**src/rtl/mbx_pkg.sv**
```systemverilog
package mbx_pkg;

    localparam int DEF_DATA_W = 16;

    // Register select codes seen by each side
    typedef enum logic [1:0] {
        SEL_SEND = 2'd0,   // write-only data slot toward the far side
        SEL_RECV = 2'd1,   // read-only data slot from the far side
        SEL_STAT = 2'd2,   // status word, read-only
        SEL_CTRL = 2'd3    // write-one-to-clear control, write-only
    } sel_e;

    // Status word, bit 0 is the LSB of the packed struct
    typedef struct packed {
        logic ack_pend;   // bit 4
        logic data_pend;  // bit 3
        logic overrun;    // bit 2
        logic send_full;  // bit 1
        logic recv_full;  // bit 0
    } stat_t;

    // Clear requests decoded from a control write
    typedef struct packed {
        logic ovr;        // bit 2
        logic ack;        // bit 1
        logic data;       // bit 0
    } clr_t;

    localparam int STAT_W = $bits(stat_t);
    localparam int CLR_W  = $bits(clr_t);

    function automatic clr_t decode_clear(input logic hit, input logic [CLR_W-1:0] bits);
        clr_t c;
        c = hit ? clr_t'(bits) : '0;
        return c;
    endfunction

endpackage

```
**src/rtl/mbx_channel.sv**
```systemverilog
module mbx_channel
    import mbx_pkg::*;
#(
    parameter int DATA_W = DEF_DATA_W
) (
    input  logic              clk,
    input  logic              rst,
    input  logic              wr_en,
    input  logic [DATA_W-1:0] wr_data,
    input  logic              rd_en,
    input  logic              clr_data_irq,
    input  logic              clr_ack_irq,
    input  logic              clr_ovr,
    output logic [DATA_W-1:0] data,
    output logic              full,
    output logic              overrun,
    output logic              data_irq,
    output logic              ack_irq,
    output logic              wake
);

    logic consume;
    logic clobber;

    always_comb begin
        consume = rd_en && full;
        clobber = wr_en && full && !rd_en;
    end

    always_ff @(posedge clk) begin
        if (rst) begin
            data     <= '0;
            full     <= 1'b0;
            overrun  <= 1'b0;
            data_irq <= 1'b0;
            ack_irq  <= 1'b0;
            wake     <= 1'b0;
        end else begin
            wake <= wr_en;
            if (wr_en) begin
                data <= wr_data;
            end
            if (wr_en) begin
                full <= 1'b1;
            end else if (consume) begin
                full <= 1'b0;
            end
            if (clobber) begin
                overrun <= 1'b1;
            end else if (clr_ovr) begin
                overrun <= 1'b0;
            end
            if (wr_en) begin
                data_irq <= 1'b1;
            end else if (clr_data_irq) begin
                data_irq <= 1'b0;
            end
            if (consume) begin
                ack_irq <= 1'b1;
            end else if (clr_ack_irq) begin
                ack_irq <= 1'b0;
            end
        end
    end

    AST_FULL_ON_WRITE: assert property (@(posedge clk) disable iff (rst)
        wr_en |=> (full && data == $past(wr_data)));
    AST_WAKE_PULSE: assert property (@(posedge clk) disable iff (rst)
        wr_en |=> (wake && data_irq));
    AST_CONSUME_ACK: assert property (@(posedge clk) disable iff (rst)
        (rd_en && full && !wr_en) |=> (!full && ack_irq));
    AST_EMPTY_READ_QUIET: assert property (@(posedge clk) disable iff (rst)
        (rd_en && !full && !wr_en && !ack_irq) |=> !ack_irq);
    AST_IRQ_HOLD: assert property (@(posedge clk) disable iff (rst)
        (data_irq && !clr_data_irq) |=> data_irq);
    AST_OVR_STICKY: assert property (@(posedge clk) disable iff (rst)
        (overrun && !clr_ovr) |=> overrun);
    AST_NO_OVR_ON_PASS: assert property (@(posedge clk) disable iff (rst)
        (wr_en && rd_en && !overrun) |=> !overrun);
    AST_DATA_STABLE: assert property (@(posedge clk) disable iff (rst)
        !wr_en |=> $stable(data));

endmodule

```
**src/rtl/mbx_side_port.sv**
```systemverilog
module mbx_side_port
    import mbx_pkg::*;
#(
    parameter int DATA_W = DEF_DATA_W
) (
    input  logic              clk,
    input  logic              rst,
    input  logic [1:0]        sel,
    input  logic              wr,
    input  logic              rd,
    input  logic [DATA_W-1:0] wdata,
    output logic [DATA_W-1:0] rdata,
    output logic              irq,
    // toward the channel this side sends on
    output logic              send_wr,
    output logic [DATA_W-1:0] send_data,
    output logic              clr_ack,
    output logic              clr_ovr,
    input  logic              send_full,
    input  logic              send_ovr,
    input  logic              send_ack_irq,
    // toward the channel this side receives on
    output logic              recv_rd,
    output logic              clr_data,
    input  logic [DATA_W-1:0] recv_data,
    input  logic              recv_full,
    input  logic              recv_data_irq
);

    localparam logic [DATA_W-1:0] INVALID = '1;
    localparam int PAD_W = DATA_W - STAT_W;

    sel_e  sel_q;
    stat_t st;
    clr_t  clr;

    always_comb begin
        sel_q     = sel_e'(sel);
        send_wr   = wr && (sel_q == SEL_SEND);
        recv_rd   = rd && (sel_q == SEL_RECV);
        send_data = wdata;
        clr       = decode_clear(wr && (sel_q == SEL_CTRL), wdata[CLR_W-1:0]);
        clr_data  = clr.data;
        clr_ack   = clr.ack;
        clr_ovr   = clr.ovr;

        st.recv_full = recv_full;
        st.send_full = send_full;
        st.overrun   = send_ovr;
        st.data_pend = recv_data_irq;
        st.ack_pend  = send_ack_irq;

        irq = recv_data_irq | send_ack_irq;

        unique case (sel_q)
            SEL_RECV: rdata = recv_data;
            SEL_STAT: rdata = {{PAD_W{1'b0}}, st};
            default:  rdata = INVALID;
        endcase
    end

    AST_BAD_READ_INVALID: assert property (@(posedge clk) disable iff (rst)
        (rd && (sel == 2'd0 || sel == 2'd3)) |-> (rdata == INVALID));
    AST_BAD_WRITE_DROPPED: assert property (@(posedge clk) disable iff (rst)
        (wr && (sel == 2'd1 || sel == 2'd2)) |-> !(send_wr || clr_data || clr_ack || clr_ovr));

endmodule

```
**src/rtl/dual_mailbox.sv**
```systemverilog
module dual_mailbox
    import mbx_pkg::*;
#(
    parameter int DATA_W = DEF_DATA_W
) (
    input  logic              clk,
    input  logic              rst,
    input  logic [1:0]        h_sel,
    input  logic              h_wr,
    input  logic              h_rd,
    input  logic [DATA_W-1:0] h_wdata,
    output logic [DATA_W-1:0] h_rdata,
    output logic              h_irq,
    output logic              h_wake,
    input  logic [1:0]        c_sel,
    input  logic              c_wr,
    input  logic              c_rd,
    input  logic [DATA_W-1:0] c_wdata,
    output logic [DATA_W-1:0] c_rdata,
    output logic              c_irq,
    output logic              c_wake
);

    localparam int SIDES = 2;  // index 0 = host, 1 = coprocessor

    // per-side bus
    logic [SIDES-1:0][1:0]        p_sel;
    logic [SIDES-1:0]             p_wr, p_rd, p_irq;
    logic [SIDES-1:0][DATA_W-1:0] p_wdata, p_rdata;

    // channel s is written by side s and read by the other side
    logic [SIDES-1:0]             s_wr, s_rd, s_clr_data, s_clr_ack, s_clr_ovr;
    logic [SIDES-1:0][DATA_W-1:0] s_wdata;
    logic [SIDES-1:0][DATA_W-1:0] ch_data;
    logic [SIDES-1:0]             ch_full, ch_ovr, ch_dirq, ch_airq, ch_wake;

    always_comb begin
        p_sel[0] = h_sel;   p_wr[0] = h_wr;   p_rd[0] = h_rd;   p_wdata[0] = h_wdata;
        p_sel[1] = c_sel;   p_wr[1] = c_wr;   p_rd[1] = c_rd;   p_wdata[1] = c_wdata;
        h_rdata = p_rdata[0];
        c_rdata = p_rdata[1];
        h_irq   = p_irq[0];
        c_irq   = p_irq[1];
        h_wake  = ch_wake[1];
        c_wake  = ch_wake[0];
    end

    for (genvar s = 0; s < SIDES; s++) begin : g_side
        localparam int FAR = SIDES - 1 - s;

        mbx_side_port #(.DATA_W(DATA_W)) port_i (
            .clk           (clk),
            .rst           (rst),
            .sel           (p_sel[s]),
            .wr            (p_wr[s]),
            .rd            (p_rd[s]),
            .wdata         (p_wdata[s]),
            .rdata         (p_rdata[s]),
            .irq           (p_irq[s]),
            .send_wr       (s_wr[s]),
            .send_data     (s_wdata[s]),
            .clr_ack       (s_clr_ack[s]),
            .clr_ovr       (s_clr_ovr[s]),
            .send_full     (ch_full[s]),
            .send_ovr      (ch_ovr[s]),
            .send_ack_irq  (ch_airq[s]),
            .recv_rd       (s_rd[s]),
            .clr_data      (s_clr_data[s]),
            .recv_data     (ch_data[FAR]),
            .recv_full     (ch_full[FAR]),
            .recv_data_irq (ch_dirq[FAR])
        );

        mbx_channel #(.DATA_W(DATA_W)) chan_i (
            .clk          (clk),
            .rst          (rst),
            .wr_en        (s_wr[s]),
            .wr_data      (s_wdata[s]),
            .rd_en        (s_rd[FAR]),
            .clr_data_irq (s_clr_data[FAR]),
            .clr_ack_irq  (s_clr_ack[s]),
            .clr_ovr      (s_clr_ovr[s]),
            .data         (ch_data[s]),
            .full         (ch_full[s]),
            .overrun      (ch_ovr[s]),
            .data_irq     (ch_dirq[s]),
            .ack_irq      (ch_airq[s]),
            .wake         (ch_wake[s])
        );
    end

    AST_RESET_QUIET: assert property (@(posedge clk)
        rst |=> (!h_irq && !c_irq && !h_wake && !c_wake));
    AST_IRQ_NEEDS_CAUSE: assert property (@(posedge clk) disable iff (rst)
        (!h_irq && !c_wr && !c_rd) |=> !h_irq);

endmodule

```
**config.mk**
```make
export PLATFORM = sky130hd
export DESIGN_NAME = dual_mailbox
export DESIGN_NICKNAME = d
export VERILOG_FILES = /design/src/rtl/mbx_pkg.sv /design/src/rtl/mbx_channel.sv /design/src/rtl/mbx_side_port.sv /design/src/rtl/dual_mailbox.sv
export SDC_FILE = /design/constraint.sdc
export NUM_CORES = 1
export LEC_CHECK = 0
export BUFFER_PORTS_ARGS = -buffer_cell sky130_fd_sc_hd__buf_4
export CAP_MARGIN = 20
export CORE_MARGIN = 2
export CORE_UTILIZATION = 55
export DETAILED_ROUTE_END_ITERATION = 8
export HOLD_SLACK_MARGIN = 0.06
export PLACE_DENSITY_LB_ADDON = 0.12
export SYNTH_ARGS = -nofsm -noshare
export SYNTH_HDL_FRONTEND = slang
export SYNTH_SLANG_ARGS = --single-unit
```
**constraint.sdc**
```tcl
create_clock -name clk -period 3.24 [get_ports clk]
set_input_delay 0.648 -clock clk [delete_from_list [all_inputs] [get_ports clk]]
set_output_delay 0.648 -clock clk [all_outputs]
set_load 0.05 [all_outputs]
```
==> flow_metrics.env <==
export IMPL_outcome="finished, final reports clean"
export IMPL_clkSlewWorstSetupHoldPaths_ns=0.07
export IMPL_synth_area_leaders="dfxtp_1, a21bo_1, a21oi_2"
export IMPL_syn_area_per_cell_um2=8.98
export IMPL_post_dp_hpwl_mm=3.72
export IMPL_worst_path_stages=6
export IMPL_fin_crit_sh_pct=85.8
export IMPL_grt_usage_pct=22.3
export IMPL_r2r_slack_ns=2.25
export IMPL_reg2reg_depth=2
export IMPL_synth_compound_area_share_pct=35.4
export IMPL_max_stage_delay_ns=0.68
export IMPL_cp_startpoint="h_sel[0]"
export IMPL_row_count=24
export IMPL_r2r_end="g_side[1].chan_i.overrun"
export IMPL_synth_net_count=325
export IMPL_drc=0
export IMPL_cts_tree="yes"
export IMPL_ant_nets=0
export IMPL_synth_seq_area_share_pct=34.3
export IMPL_die_x_um=70.8
export IMPL_worst_clock_skew_ns=0.00292
export IMPL_dp_slack_ns=0.480
export IMPL_cts_hold_buf=0
export IMPL_rr_startpoint="g_side[1].chan_i.full"
export IMPL_cts_max_level=2
export IMPL_cp_max_fo=11
export IMPL_yosysTopAreaCell="dfxtp_1"
export IMPL_antenna_found_initial=0
export IMPL_gp_congestion=0.762
export IMPL_synth_edf_count=0
export IMPL_synth_main_ff_cell="dfxtp_1"
export IMPL_crit_path_end="h_rdata[14]"
export IMPL_cts_made_buffers=5
export IMPL_post_cts_buffers=0
export IMPL_dieArea_um2=5010
export IMPL_relSlewSlack_pct=46.6
export IMPL_dp_cells=381
export IMPL_final_cell_mix="buf_4, dfxtp_1, nand3_1"
export IMPL_rsz0062_at_grt="no"
export IMPL_grt_pass1_vias=1947
export IMPL_synth_seq_cells=42
export IMPL_totalPowerFinal_mw=1.43
export IMPL_fin_setup_tns_ns=0
export IMPL_crit_family="simple AND/OR/NAND/NOR gates"
export IMPL_syn_inst=273
export IMPL_synthesis_yosys_warnings=0
export IMPL_drtPass1Iterations=4
export IMPL_cp_cell_sequence="buf_4 > inv_1 > ha_1 > nor2b_1 > a21oi_1 > buf_4"
export IMPL_peakVddDrop_v=0.000318
export IMPL_dr_first_iter_drc_count=121
export IMPL_crit_slowest_cell="nor2b_1"
export IMPL_grt_overflow=0
export IMPL_yosysUniqueCellTypes=24
export IMPL_period_needed_ns=2.78
export IMPL_portBuffers=77
export IMPL_cts_max_path_buffers=2
export IMPL_syn_area_um2=2450
export IMPL_crit_path_start_kind="primary input"
export IMPL_antenna_cells=0
export IMPL_vias=2090
export IMPL_crit_top_cell="buf_4"
export IMPL_timing_max_cap_violations=0
export IMPL_final_common_cell="buf_4"
export IMPL_clk_latency_ns=0.30
export IMPL_async_flop_share_pct=0
export IMPL_synth_top_family_by_area="compound AO/OA/AOI/OAI gates"
export IMPL_core_area_um2=4320
export IMPL_yosys_area_share_adder_pct=5.10
export IMPL_pin_count=78
export IMPL_clock_sinks=42
export IMPL_tightest_slew_ns=0.800
export IMPL_drive_above_1_share_pct=38.0
export IMPL_worst_slack_ns=0.459
export IMPL_routed_wl_mm=5.41
export IMPL_post_cts_resized=0
export IMPL_die_h_um=70.8
export IMPL_setup_viol=0
export IMPL_max_freq_mhz=360
export IMPL_layout_nets=388
export IMPL_synth_simple_area_share_pct=13.0
export IMPL_final_cells=389
export IMPL_cts_root_buf="clkbuf_8"
export IMPL_powerDensity_nw_per_um2=468
export IMPL_final_area_um2=3070
export IMPL_slew_viol_final=0
export IMPL_cp_required_ns=2.59
export IMPL_area_growth_syn_to_layout_pct=25.0
export IMPL_critPathBufInv=3
export IMPL_postPlaceCellArea_um2=2920
export IMPL_hold_viol_final=0
export IMPL_initial_core_util_pct=56.7
export IMPL_wl_per_cell_um=13.9
export IMPL_cp_end_kind="primary output"
export IMPL_hold_path_depth=2
export IMPL_crit_type="in2out"
export IMPL_routed_via_density=5.37
export IMPL_synthMuxAreaShare_pct=0
export IMPL_hold_class="reg2reg"
export IMPL_grt_pass1_wl_mm=9.09
export IMPL_grt_max_degree=47
export IMPL_p_leak_nw=1.26
export IMPL_cp_arrival_ns=2.13
export IMPL_netlist_area_leader_share_pct=34.3
export IMPL_synth_xor_area_share_pct=0
[synth_stat cells, types with 4 or more instances]
cell	n
dfxtp_1	42
nand2b_1	4
a21oi_1	30
a22oi_1	10
inv_1	26
ha_1	10
and3_1	4
a21bo_2	7
buf_6	12
a21bo_1	27
a21oi_2	28
buf_2	9
nand3_1	32
nand2_1	12
[per-stage QoR]
step / util, % / hold WS, ns
after global routing: 70.9 / 0.518
final: 70.9 / 0.497
after detailed placement: 67.6 / 0.479
after global placement: 67.6 / 0.480
after CTS: 70.9 / 0.498
after floorplan: - / 0.449
[power by group]
group / total [mW] / switching [mW] / internal [mW]
sequential: 0.542 / 0.00933 / 0.533
clock: 0.511 / 0.182 / 0.329
combinational: 0.381 / 0.251 / 0.130
total: 1.43 / 0.442 / 0.991
[worst register-to-register path, cell delays in order (launching register included)]
cell	delay, ns
dfxtp_1	0.41
a21bo_1	0.24
o32ai_1	0.25
[flip-flops by register name, summed over array words and instances (netlist names)]
name                    cells
g_side.chan_i.data         32
g_side.chan_i.ack_irq       2
g_side.chan_i.data_irq      2
g_side.chan_i.full          2
g_side.chan_i.overrun       2
g_side.chan_i.wake          2
[worst min path at each step]
stage,endpoint,start
global placement,g_side[0].chan_i.overrun,g_side[0].chan_i.overrun
global route,g_side[0].chan_i.ack_irq,g_side[0].chan_i.ack_irq
detailed placement,g_side[0].chan_i.overrun,g_side[0].chan_i.overrun
floorplan,g_side[1].chan_i.ack_irq,g_side[1].chan_i.ack_irq
CTS,g_side[0].chan_i.overrun,g_side[0].chan_i.overrun
finish,g_side[0].chan_i.overrun,g_side[0].chan_i.overrun
[final cells by class]
cell class | instances | area [um^2]
clock buffer | 6 | 82.6
clock inverter | 2 | 60.1
multi-input combinational | 180 | 1310
fill | 357 | 1260
tap | 52 | 65.1
timing repair buffer | 81 | 608
inverter | 26 | 97.6
sequential | 42 | 841
[kinds of logic after synthesis]
family	count (synthesis)
buf+inv	51
compound gates	108
simple gates	62
flops	42
fa+ha+maj	10
[layer usage]
layer	GRT usage, %	vias up	routed length (um)
li1	-	1072	-
met3	6.41	6	393
met5	0	-	0
met4	6.29	0	64
met2	35.0	63	2520
met1	30.2	949	2430
(Power assumes the default switching activity.)
